File: src/rtl/img_seq_pkg.sv
package img_seq_pkg;
  localparam int unsigned DIM_W   = 12;
  localparam int unsigned ADDR_W  = 20;
  localparam int unsigned BANK_W  = 2;
  localparam int unsigned CODE_W  = 2;
  localparam int unsigned LIST_N  = 4;
  localparam int unsigned CNT_W   = 3;
  localparam int unsigned WORD_W  = 2 * DIM_W;
  localparam int unsigned LIST_W  = LIST_N * CODE_W;
  localparam int unsigned TWORD_W = LIST_W + CNT_W;
  localparam int unsigned NFETCH  = 3;
  localparam int unsigned FIDX_W  = 2;
  localparam int unsigned TIDX_W  = $clog2(LIST_N);

  typedef struct packed {
    logic [DIM_W-1:0]  height;
    logic [DIM_W-1:0]  width;
    logic [ADDR_W-1:0] start;
    logic [BANK_W-1:0] bank;
  } par_t;

  typedef enum logic [2:0] {
    S_IDLE, S_REQ, S_WAIT, S_DISP, S_RUN, S_OUT
  } st_e;
endpackage

File: src/rtl/img_seq_par_reg.sv
module img_seq_par_reg
  import img_seq_pkg::*;
(
  input  logic              clk_i,
  input  logic              rst_ni,
  input  logic              ld_size_i,
  input  logic              ld_place_i,
  input  logic              ld_ret_i,
  input  logic [WORD_W-1:0] cfg_data_i,
  input  par_t              ret_i,
  output par_t              par_o
);
  always_ff @(posedge clk_i or negedge rst_ni) begin
    if (!rst_ni) begin
      par_o <= '0;
    end else if (ld_ret_i) begin
      par_o <= ret_i;
    end else begin
      if (ld_size_i) begin
        par_o.width  <= cfg_data_i[DIM_W-1:0];
        par_o.height <= cfg_data_i[2*DIM_W-1:DIM_W];
      end
      if (ld_place_i) begin
        par_o.start <= cfg_data_i[ADDR_W-1:0];
        par_o.bank  <= cfg_data_i[ADDR_W +: BANK_W];
      end
    end
  end
endmodule

File: src/rtl/img_seq_addr_gen.sv
module img_seq_addr_gen
  import img_seq_pkg::*;
#(
  parameter int unsigned OUT_AW  = 24,
  parameter int unsigned BANK_SH = 18
) (
  input  logic              clk_i,
  input  logic              rst_ni,
  input  logic              clr_i,
  input  logic              adv_i,
  input  par_t              par_i,
  output logic [OUT_AW-1:0] addr_o,
  output logic              last_o,
  output logic              empty_o
);
  localparam int unsigned IDX_W = 2 * DIM_W;

  logic [IDX_W-1:0] idx_q, total;

  // four pixels per word
  assign total   = IDX_W'(par_i.height) * IDX_W'(par_i.width >> 2);
  assign empty_o = (total == '0);
  assign last_o  = (idx_q == total - IDX_W'(1));
  assign addr_o  = OUT_AW'(par_i.start) + (OUT_AW'(par_i.bank) << BANK_SH) + OUT_AW'(idx_q);

  always_ff @(posedge clk_i or negedge rst_ni) begin
    if (!rst_ni)    idx_q <= '0;
    else if (clr_i) idx_q <= '0;
    else if (adv_i) idx_q <= idx_q + IDX_W'(1);
  end
endmodule

File: src/rtl/img_seq_ctrl.sv
module img_seq_ctrl
  import img_seq_pkg::*;
#(
  parameter int unsigned CFG_AW = 4
) (
  input  logic               clk_i,
  input  logic               rst_ni,
  input  logic               start_i,
  input  logic [CFG_AW-1:0]  cfg_base_i,
  output logic               cfg_req_o,
  output logic [CFG_AW-1:0]  cfg_addr_o,
  input  logic [TWORD_W-1:0] task_word_i,
  output logic               ld_size_o,
  output logic               ld_place_o,
  output logic               task_valid_o,
  input  logic               task_ready_i,
  output logic [CODE_W-1:0]  task_code_o,
  input  logic               done_valid_i,
  output logic               ld_ret_o,
  input  logic               gen_empty_i,
  input  logic               gen_last_i,
  input  logic               out_ready_i,
  output logic               out_valid_o,
  output logic               gen_clr_o,
  output logic               gen_adv_o,
  output logic               busy_o
);
  st_e               st_q, st_d;
  logic [FIDX_W-1:0] fidx_q;
  logic [LIST_W-1:0] list_q;
  logic [CNT_W-1:0]  cnt_q, tidx_q, cnt_raw, cnt_new;
  logic [CODE_W-1:0] codes [LIST_N];
  logic              last_fetch, last_task;

  for (genvar i = 0; i < LIST_N; i++) begin : g_codes
    assign codes[i] = list_q[i*CODE_W +: CODE_W];
  end

  assign cnt_raw    = task_word_i[LIST_W +: CNT_W];
  assign cnt_new    = (cnt_raw > CNT_W'(LIST_N)) ? CNT_W'(LIST_N) : cnt_raw;
  assign last_fetch = (fidx_q == FIDX_W'(NFETCH - 1));
  assign last_task  = (tidx_q + CNT_W'(1) == cnt_q);

  always_comb begin
    st_d = st_q;
    unique case (st_q)
      S_IDLE: if (start_i) st_d = S_REQ;
      S_REQ:  st_d = S_WAIT;
      S_WAIT: begin
        if (!last_fetch)          st_d = S_REQ;
        else if (cnt_new == '0)   st_d = S_OUT;
        else                      st_d = S_DISP;
      end
      S_DISP: if (task_ready_i) st_d = S_RUN;
      S_RUN:  if (done_valid_i) st_d = last_task ? S_OUT : S_DISP;
      S_OUT:  if (gen_empty_i || (out_ready_i && gen_last_i)) st_d = S_IDLE;
      default: st_d = S_IDLE;
    endcase
  end

  always_ff @(posedge clk_i or negedge rst_ni) begin
    if (!rst_ni) begin
      st_q   <= S_IDLE;
      fidx_q <= '0;
      list_q <= '0;
      cnt_q  <= '0;
      tidx_q <= '0;
    end else begin
      st_q <= st_d;
      if (st_q == S_IDLE) fidx_q <= '0;
      else if (st_q == S_WAIT) fidx_q <= fidx_q + FIDX_W'(1);
      if (st_q == S_WAIT && last_fetch) begin
        list_q <= task_word_i[LIST_W-1:0];
        cnt_q  <= cnt_new;
        tidx_q <= '0;
      end else if (st_q == S_RUN && done_valid_i) begin
        tidx_q <= tidx_q + CNT_W'(1);
      end
    end
  end

  assign cfg_req_o    = (st_q == S_REQ);
  assign cfg_addr_o   = cfg_base_i + CFG_AW'(fidx_q);
  assign ld_size_o    = (st_q == S_WAIT) && (fidx_q == FIDX_W'(0));
  assign ld_place_o   = (st_q == S_WAIT) && (fidx_q == FIDX_W'(1));
  assign task_valid_o = (st_q == S_DISP);
  assign task_code_o  = codes[tidx_q[TIDX_W-1:0]];
  assign ld_ret_o     = (st_q == S_RUN) && done_valid_i;
  assign out_valid_o  = (st_q == S_OUT) && !gen_empty_i;
  assign gen_clr_o    = (st_q != S_OUT);
  assign gen_adv_o    = out_valid_o && out_ready_i;
  assign busy_o       = (st_q != S_IDLE);
endmodule

File: src/rtl/img_task_seq.sv
module img_task_seq
  import img_seq_pkg::*;
#(
  parameter int unsigned CFG_AW  = 4,
  parameter int unsigned OUT_AW  = 24,
  parameter int unsigned BANK_SH = 18
) (
  input  logic              clk_i,
  input  logic              rst_ni,
  input  logic              start_i,
  input  logic [CFG_AW-1:0] cfg_base_i,
  output logic              cfg_req_o,
  output logic [CFG_AW-1:0] cfg_addr_o,
  input  logic [WORD_W-1:0] cfg_rdata_i,
  output logic              task_valid_o,
  input  logic              task_ready_i,
  output logic [CODE_W-1:0] task_code_o,
  output logic [DIM_W-1:0]  task_height_o,
  output logic [DIM_W-1:0]  task_width_o,
  output logic [ADDR_W-1:0] task_start_o,
  output logic [BANK_W-1:0] task_bank_o,
  input  logic              done_valid_i,
  input  logic [DIM_W-1:0]  done_height_i,
  input  logic [DIM_W-1:0]  done_width_i,
  input  logic [ADDR_W-1:0] done_start_i,
  input  logic [BANK_W-1:0] done_bank_i,
  output logic              out_valid_o,
  input  logic              out_ready_i,
  output logic [OUT_AW-1:0] out_addr_o,
  output logic              busy_o
);
  logic ld_size, ld_place, ld_ret;
  logic gen_clr, gen_adv, gen_last, gen_empty;
  par_t par_q, ret;

  assign ret = '{height: done_height_i, width: done_width_i,
                 start: done_start_i, bank: done_bank_i};

  img_seq_ctrl #(.CFG_AW(CFG_AW)) u_ctrl (
    .clk_i        (clk_i),
    .rst_ni       (rst_ni),
    .start_i      (start_i),
    .cfg_base_i   (cfg_base_i),
    .cfg_req_o    (cfg_req_o),
    .cfg_addr_o   (cfg_addr_o),
    .task_word_i  (cfg_rdata_i[TWORD_W-1:0]),
    .ld_size_o    (ld_size),
    .ld_place_o   (ld_place),
    .task_valid_o (task_valid_o),
    .task_ready_i (task_ready_i),
    .task_code_o  (task_code_o),
    .done_valid_i (done_valid_i),
    .ld_ret_o     (ld_ret),
    .gen_empty_i  (gen_empty),
    .gen_last_i   (gen_last),
    .out_ready_i  (out_ready_i),
    .out_valid_o  (out_valid_o),
    .gen_clr_o    (gen_clr),
    .gen_adv_o    (gen_adv),
    .busy_o       (busy_o)
  );

  img_seq_par_reg u_par (
    .clk_i      (clk_i),
    .rst_ni     (rst_ni),
    .ld_size_i  (ld_size),
    .ld_place_i (ld_place),
    .ld_ret_i   (ld_ret),
    .cfg_data_i (cfg_rdata_i),
    .ret_i      (ret),
    .par_o      (par_q)
  );

  img_seq_addr_gen #(.OUT_AW(OUT_AW), .BANK_SH(BANK_SH)) u_gen (
    .clk_i   (clk_i),
    .rst_ni  (rst_ni),
    .clr_i   (gen_clr),
    .adv_i   (gen_adv),
    .par_i   (par_q),
    .addr_o  (out_addr_o),
    .last_o  (gen_last),
    .empty_o (gen_empty)
  );

  assign task_height_o = par_q.height;
  assign task_width_o  = par_q.width;
  assign task_start_o  = par_q.start;
  assign task_bank_o   = par_q.bank;
endmodule

File: config.mk
export PLATFORM = sky130hd
export DESIGN_NAME = img_task_seq
export DESIGN_NICKNAME = d
export VERILOG_FILES = /design/src/rtl/img_seq_pkg.sv /design/src/rtl/img_seq_par_reg.sv /design/src/rtl/img_seq_addr_gen.sv /design/src/rtl/img_seq_ctrl.sv /design/src/rtl/img_task_seq.sv
export SDC_FILE = /design/constraint.sdc
export NUM_CORES = 1
export LEC_CHECK = 0
export ABC_CLOCK_PERIOD_IN_PS = 14800
export BUFFER_PORTS_ARGS = -buffer_cell sky130_fd_sc_hd__buf_4
export CAP_MARGIN = 40
export CELL_PAD_IN_SITES_DETAIL_PLACEMENT = 1
export CELL_PAD_IN_SITES_GLOBAL_PLACEMENT = 2
export CORE_MARGIN = 2
export CORE_UTILIZATION = 35
export DETAILED_ROUTE_END_ITERATION = 8
export HOLD_SLACK_MARGIN = 0.1
export PLACE_DENSITY_LB_ADDON = 0.1
export SLEW_MARGIN = 10
export SYNTH_ARGS = -nofsm -noshare
export SYNTH_HDL_FRONTEND = slang
export SYNTH_SLANG_ARGS = --single-unit
File: constraint.sdc
create_clock -name clk_i -period 14.8 [get_ports clk_i]
set_input_delay 0 -clock clk_i [delete_from_list [all_inputs] [get_ports clk_i]]
set_output_delay 0 -clock clk_i [all_outputs]
set_load 0.05 [all_outputs]
-- After elaboration in Yosys (flattened, before gate mapping)
Cells that the tools add are included.
- add/sub/neg operators: 7
- multipliers: 1
- div/mod/pow operators: 0
- $lt $le $gt $ge: 2
- equality and inequality tests: 14
- shift operators: 0
- mux-type cells: 21
- bitwise gates (word level): 1
- reduce and logical (&&, ||, !) cells: 20
- operators with widths (cell ; number):
    $mux W24 ; 3
    $mux W46 ; 1
    $mux W3 ; 10
    $add A24 B1 Y24 const B ; 1
    $add A24 B24 Y24 ; 1
    $eq A24 B24 Y1 ; 1
    $logic_not A24 Y1 ; 1
    $sub A24 B1 Y24 const B ; 1
    $mul A12 B10 Y22 ; 1
    $mux W22 ; 1
    $add A20 B20 Y21 ; 1
    $pmux W3 S6 ; 1
    $reduce_bool A2 Y1 ; 5
    $mux W2 ; 4
    $logic_and A1 B1 Y1 ; 7
    $eq A3 B2 Y1 const B ; 2
    $eq A3 B3 Y1 const B ; 2
    $logic_not A3 Y1 ; 2
    $add A4 B2 Y4 ; 1
    $bmux W2 S2 ; 1
    $ne A2 B1 Y1 const B ; 2
    $ne A2 B2 Y1 const B ; 2
    $reduce_and A4 Y1 ; 1
    $add A3 B1 Y3 const B ; 1
    13 further kinds ; 13
- flip-flop bits (word level): 89
- bits in latches: 0
- memory bits (writable): 0
- ROM bits: 0
- bits of input ports: 80
- output and inout port bits: 80
- word-level logic and storage cells: 76
- memories kept: 0

-- Depth between registers and ports, before layout
- depth in word-level cells: 7
- gate-level depth with buffers: 28
- mapped depth without buffers: 22

-- Modules after synthesis
Synthesis repeated with hierarchy kept, for this count alone.
- cells, all modules: 1162
- area total of the unflattened synthesis: 10542.6 um^2
- modules (own cells, without submodules) (module ; times used ; cells each ; area an instance (um^2) ; seq. area each (um^2)):
    img_seq_addr_gen ; 1 ; 853 ; 7221.9 ; 600.6
    img_seq_par_reg ; 1 ; 200 ; 2152.1 ; 1151.1
    img_seq_ctrl ; 1 ; 109 ; 1168.6 ; 475.5

-- Least setup slack after synthesis
Ideal clock, no wire load.
- path kind: reg-to-reg
- from: register u_par.par_o[33] (netlist name)
- to: register u_ctrl.st_q[0]
- setup time: 133 ps
- data arrival time: 7193 ps
- required time: 14667 ps
- path slack: 7474 ps
- stages on the path, launching flop included: 24
- buffers on the path: 4
- clock period less this slack: 7326 ps
- cell sequence: dfrtp_1 -> clkbuf_1 -> nand2_1 -> fa_1 -> fa_1 -> fa_1 -> fa_1 -> inv_1 -> fa_1 -> ha_1 -> clkbuf_1 -> a21oi_1 -> o21ai_0 -> a21oi_1 -> o31ai_2 -> and4b_1 -> clkbuf_1 -> or4_1 -> buf_2 -> or4_1 -> or4_1 -> o22a_1 -> a2111oi_0 -> nor2_1
- longest elaborated chain between the ends: 7
- elaborated cells between the ends (all ways): 8
- classes of those cells: 1 x add/sub; 1 x mul; 2 x eq/ne; 4 x reduce/logical
- ends and longest elaborated chain (item ; RTL line ; source):
    from (decl) ; img_seq_par_reg.sv:11 ; output par_t par_o
    from (signal assigned) ; img_seq_par_reg.sv:17 ; par_o <= ret_i;
    $mul A12 B10 Y22 * ; img_seq_addr_gen.sv:21 ; assign total = IDX_W'(par_i.height) * IDX_W'(par_i.width >> 2);
    $sub A24 B1 Y24 ; img_seq_addr_gen.sv:23 ; assign last_o = (idx_q == total - IDX_W'(1));
    $eq A24 B24 Y1 ; img_seq_addr_gen.sv:23 ;
    $logic_and A1 B1 Y1 ; img_seq_ctrl.sv:56 ; S_OUT: if (gen_empty_i || (out_ready_i && gen_last_i)) st_d = S_IDLE;
    $logic_or A1 B1 Y1 * ; img_seq_ctrl.sv:56 ;
    $ne A2 B1 Y1 (no source line) * ; -- ;
    $reduce_and A4 Y1 (no source line) * ; -- ;
    to (signal assigned) ; img_seq_ctrl.sv:69 ; st_q <= st_d;
    to (decl) ; img_seq_ctrl.sv:28 ; st_e st_q, st_d;
Every way passes the cells marked *; elsewhere a longest branch is shown, timed or not.
A chain may end at the register's enable or synchronous reset.

-- Final worst setup path
- from: register u_par.par_o[32] (netlist name)
- to: register u_gen.idx_q[23]
- longest elaborated chain between the ends: 6
- ends and longest elaborated chain (item ; RTL line ; source):
    $mul A12 B10 Y22 ; img_seq_addr_gen.sv:21 ;
    $logic_not A24 Y1 ; img_seq_addr_gen.sv:22 ; assign empty_o = (total == '0);
    $logic_not A1 Y1 ; img_seq_ctrl.sv:89 ; assign out_valid_o = (st_q == S_OUT) && !gen_empty_i;
    $logic_and A1 B1 Y1 ; img_seq_ctrl.sv:89 ;
    $logic_and A1 B1 Y1 ; img_seq_ctrl.sv:91 ; assign gen_adv_o = out_valid_o && out_ready_i;
    $reduce_bool A2 Y1 (no source line) ; -- ;
    to (signal assigned) ; img_seq_addr_gen.sv:29 ; else if (adv_i) idx_q <= idx_q + IDX_W'(1);
    to (decl) ; img_seq_addr_gen.sv:18 ; logic [IDX_W-1:0] idx_q, total;
Every way passes these cells.

==> results.sh <==
export IMPL_synth_seq_cells=89
export IMPL_core_um2=29700
export IMPL_arrival_ns=8.02
export IMPL_grt_pass1_vias=10800
export IMPL_nets=1698
export IMPL_r2r_end="u_gen.idx_q[23]"
export IMPL_final_util_pct=44.2
export IMPL_hp_class="input port to flip-flop"
export IMPL_tritoncts="yes"
export IMPL_wl_per_cell_um=20.2
export IMPL_cp_slowest_cell="dfrtp_1"
export IMPL_overflow=0
export IMPL_worst_setup_path_type="flip-flop to flip-flop"
export IMPL_yosysSeqAreaShare_pct=21.1
export IMPL_gr_usage_all_layers_pct=24.6
export IMPL_met3_usage_pct=3.73
export IMPL_finalClockSkew_ns=0.0112
export IMPL_gr_usage_met1_pct=33.1
export IMPL_min_from="cfg_rdata_i[17]"
export IMPL_cts_resized=0
export IMPL_crit_top_cell="fa_1"
export IMPL_first_pass_iters=4
export IMPL_synth_ff_type="dfrtp_1"
export IMPL_crit_path_max_incr_delay_ns=0.73
export IMPL_drive_above_1_share_pct=14.2
export IMPL_wirelength_mm=37.3
export IMPL_final_max_slew_violation_count=0
export IMPL_io_buffer_count=159
export IMPL_avgSynthCellArea_um2=8.35
export IMPL_r2r_start="u_par.par_o[32]"
export IMPL_busiest_layer="met2"
export IMPL_vias=9915
export IMPL_dp_hpwl_mm=29.7
export IMPL_netlist_instances=1265
export IMPL_critPathLaunchType="flip-flop"
export IMPL_min_period_ns=7.74
export IMPL_numCtsBuffers=9
export IMPL_hold_viol=0
export IMPL_worst_pin_slew_ns=0.830
export IMPL_vias_per_cell=5.38
export IMPL_max_slew_margin_pct=43.2
export IMPL_worstPathMaxFanout=18
export IMPL_yosysUniqueCellTypes=70
export IMPL_synth_area_um2=10600
export IMPL_io_pins=160
export IMPL_htree_levels=3
export IMPL_area_growth_pct=24.4
export IMPL_status="complete, no violations"
export IMPL_setup_viol=0
export IMPL_path_cells="nand2_1, fa_1, fa_1, fa_1, fa_1, inv_1, fa_1, ha_1, nand3_1, a21oi_1, a2bb2oi_1, a21oi_1, xnor2_1, or4_1, or4_1, o211ai_2, nor4_1, and3_1, o21ai_1"
export IMPL_multi_input_area_um2=7770
export IMPL_rrSetupSlack_ns=7.06
export IMPL_drt_initial_drc_count=484
export IMPL_clkLatencyLatePin_ns=0.36
export IMPL_hold_slack_ns=0.115
export IMPL_seqCellArea_um2=2230
export IMPL_dpl_cell_count=1757
export IMPL_cap_violations=0
export IMPL_rsz0062_at_grt="no"
export IMPL_antennaDiodeCount=0
export IMPL_gr_usage_met2_pct=41.8
export IMPL_end_kind="flip-flop"
export IMPL_synthesis_nets=1514
export IMPL_path_clk_slew_ns=0.07
export IMPL_drc=0
export IMPL_die_y_um=178
export IMPL_min_to="u_par.par_o[19]"
export IMPL_timing_fmax_mhz=129
export IMPL_rows=63
export IMPL_gp_congestion=0.853
export IMPL_cts_root_buf="clkbuf_16"
export IMPL_synth_edff_count=0
export IMPL_grt_max_degree=55
export IMPL_grt_pass1_wl_mm=60.1
export IMPL_final_cell_count_no_fill=1844
export IMPL_start_util_pct=35.6
export IMPL_clockBufferDepth=2
export IMPL_antenna_found_initial=0
export IMPL_yosys_warnings=0
export IMPL_worstPathRequired_ns=15.08
export IMPL_postSynth_asyncResetShare_pct=100
export IMPL_die_width_um=178
export IMPL_reg2reg_depth=19
export IMPL_n_fill_cell=3557
export IMPL_cp_top_family="adder cells"
export IMPL_path_buf_inv=1
export IMPL_whs_path_depth=4
export IMPL_fin_crit_sh_pct=52.3
export IMPL_clkSinkCount=89
export IMPL_setup_tns_ns=0
export IMPL_die_area_um2=31600
export IMPL_antenna_left=0
-- cell type report --
cell class	count	area share (%)
clock buffers	11	1.85
clock inverters	5	0.600
inverters	93	2.66
multi-input cells	1018	59.1
flip-flops and latches	89	16.9
well taps	390	3.71
repair buffers	238	15.2
-- cells in the mapped netlist, drive strengths merged, types with 9 or more instances --
cell     count  area share [%]
clkbuf      60             2.1
fa          81              15
mux2         9            0.96
nand3       31             1.5
a21o        10            0.71
o21ai       39             1.8
nor2       102             3.6
o211ai       9            0.69
nor4        11            0.65
or4         11            0.78
and3        13            0.77
ha          88              10
dfrtp       89              21
inv         93             3.3
xor2        16             1.3
or3         17             1.0
nand4       12            0.71
o2111ai      9            0.81
a2111oi     10             1.0
nor3        31             1.5
xnor2       60             5.0
and2        71             4.2
a21oi      136             6.4
nor2b       12            0.71
nand2      132             4.7
-- layout by cell type, fill, tap and decap left out, types with 31 or more instances in the layout --
cell	instances
a21oi_1	134
and2_1	70
buf_4	163
dfrtp_1	89
dlygate4sd3_1	71
fa_1	81
ha_1	88
inv_1	93
nand2_1	132
nand3_1	31
nor2_1	102
nor3_1	31
o21ai_0	36
xnor2_1	60
-- routing by layer --
layer / vias to the layer above / wire length (um)
li1: 4750 / -
met1: 4973 / 17400
met2: 163 / 17900
met3: 29 / 1500
met4: 0 / 557
met5: - / 0
-- worst max path at each step --
stage | from | cells after the start | endpoint
6_report | u_par.par_o[32] | 19 | u_gen.idx_q[23]
5_1_grt | u_par.par_o[32] | 19 | u_gen.idx_q[23]
4_1_cts | u_par.par_o[38] | 19 | u_gen.idx_q[23]
3_5_place_dp | u_par.par_o[38] | 19 | u_gen.idx_q[23]
3_3_place_gp | u_par.par_o[38] | 20 | u_ctrl.st_q[0]
2_1_floorplan | u_par.par_o[33] | 23 | u_ctrl.st_q[0]
-- cell families (layout without fill, tap and decap cells) --
kind of cell / Yosys count / count (layout) / synth area share [%]
AOI/OAI and AO/OA: 277 / 277 / 16.6
xor gates and xnor gates: 77 / 77 / 6.52
adders and majority gates: 169 / 169 / 25.8
buffers and inverters: 158 / 347 / 5.64
DFF: 89 / 89 / 21.1
muxes: 17 / 17 / 1.95
and+or+nand+nor: 478 / 478 / 22.5
-- metrics by stage --
step	cell area (um2)	setup WS [ns]
after global routing	13100	6.56
after detailed placement	12100	7.08
final	13100	7.06
after CTS	13100	7.06
after global placement	12100	6.83
after floorplan	10600	7.47
-- repair_timing --
item,4_1_cts,5_1_grt
hold endpoints to repair,94,0
buffers inserted,0,0
endpoints found under the setup margin,0,0
hold buffers,71,0
-- flip-flops by register name (all words and copies together) (netlist names) --
name           count
u_ctrl.st_q        3
u_ctrl.tidx_q      3
u_ctrl.list_q      8
u_gen.idx_q       24
u_ctrl.fidx_q      2
u_ctrl.cnt_q       3
u_par.par_o       46
-- tightest hold or removal path, delay by kind of cell --
kind,cells,cell delay [ns]
AOI/OAI and AO/OA,2,0.23
and+or+nand+nor,1,0.13
buffers and inverters,1,0.07
Power is left out: the tool's default activity adds up to more than one toggle a clock period on the data nets, which glitch-free logic cannot reach.
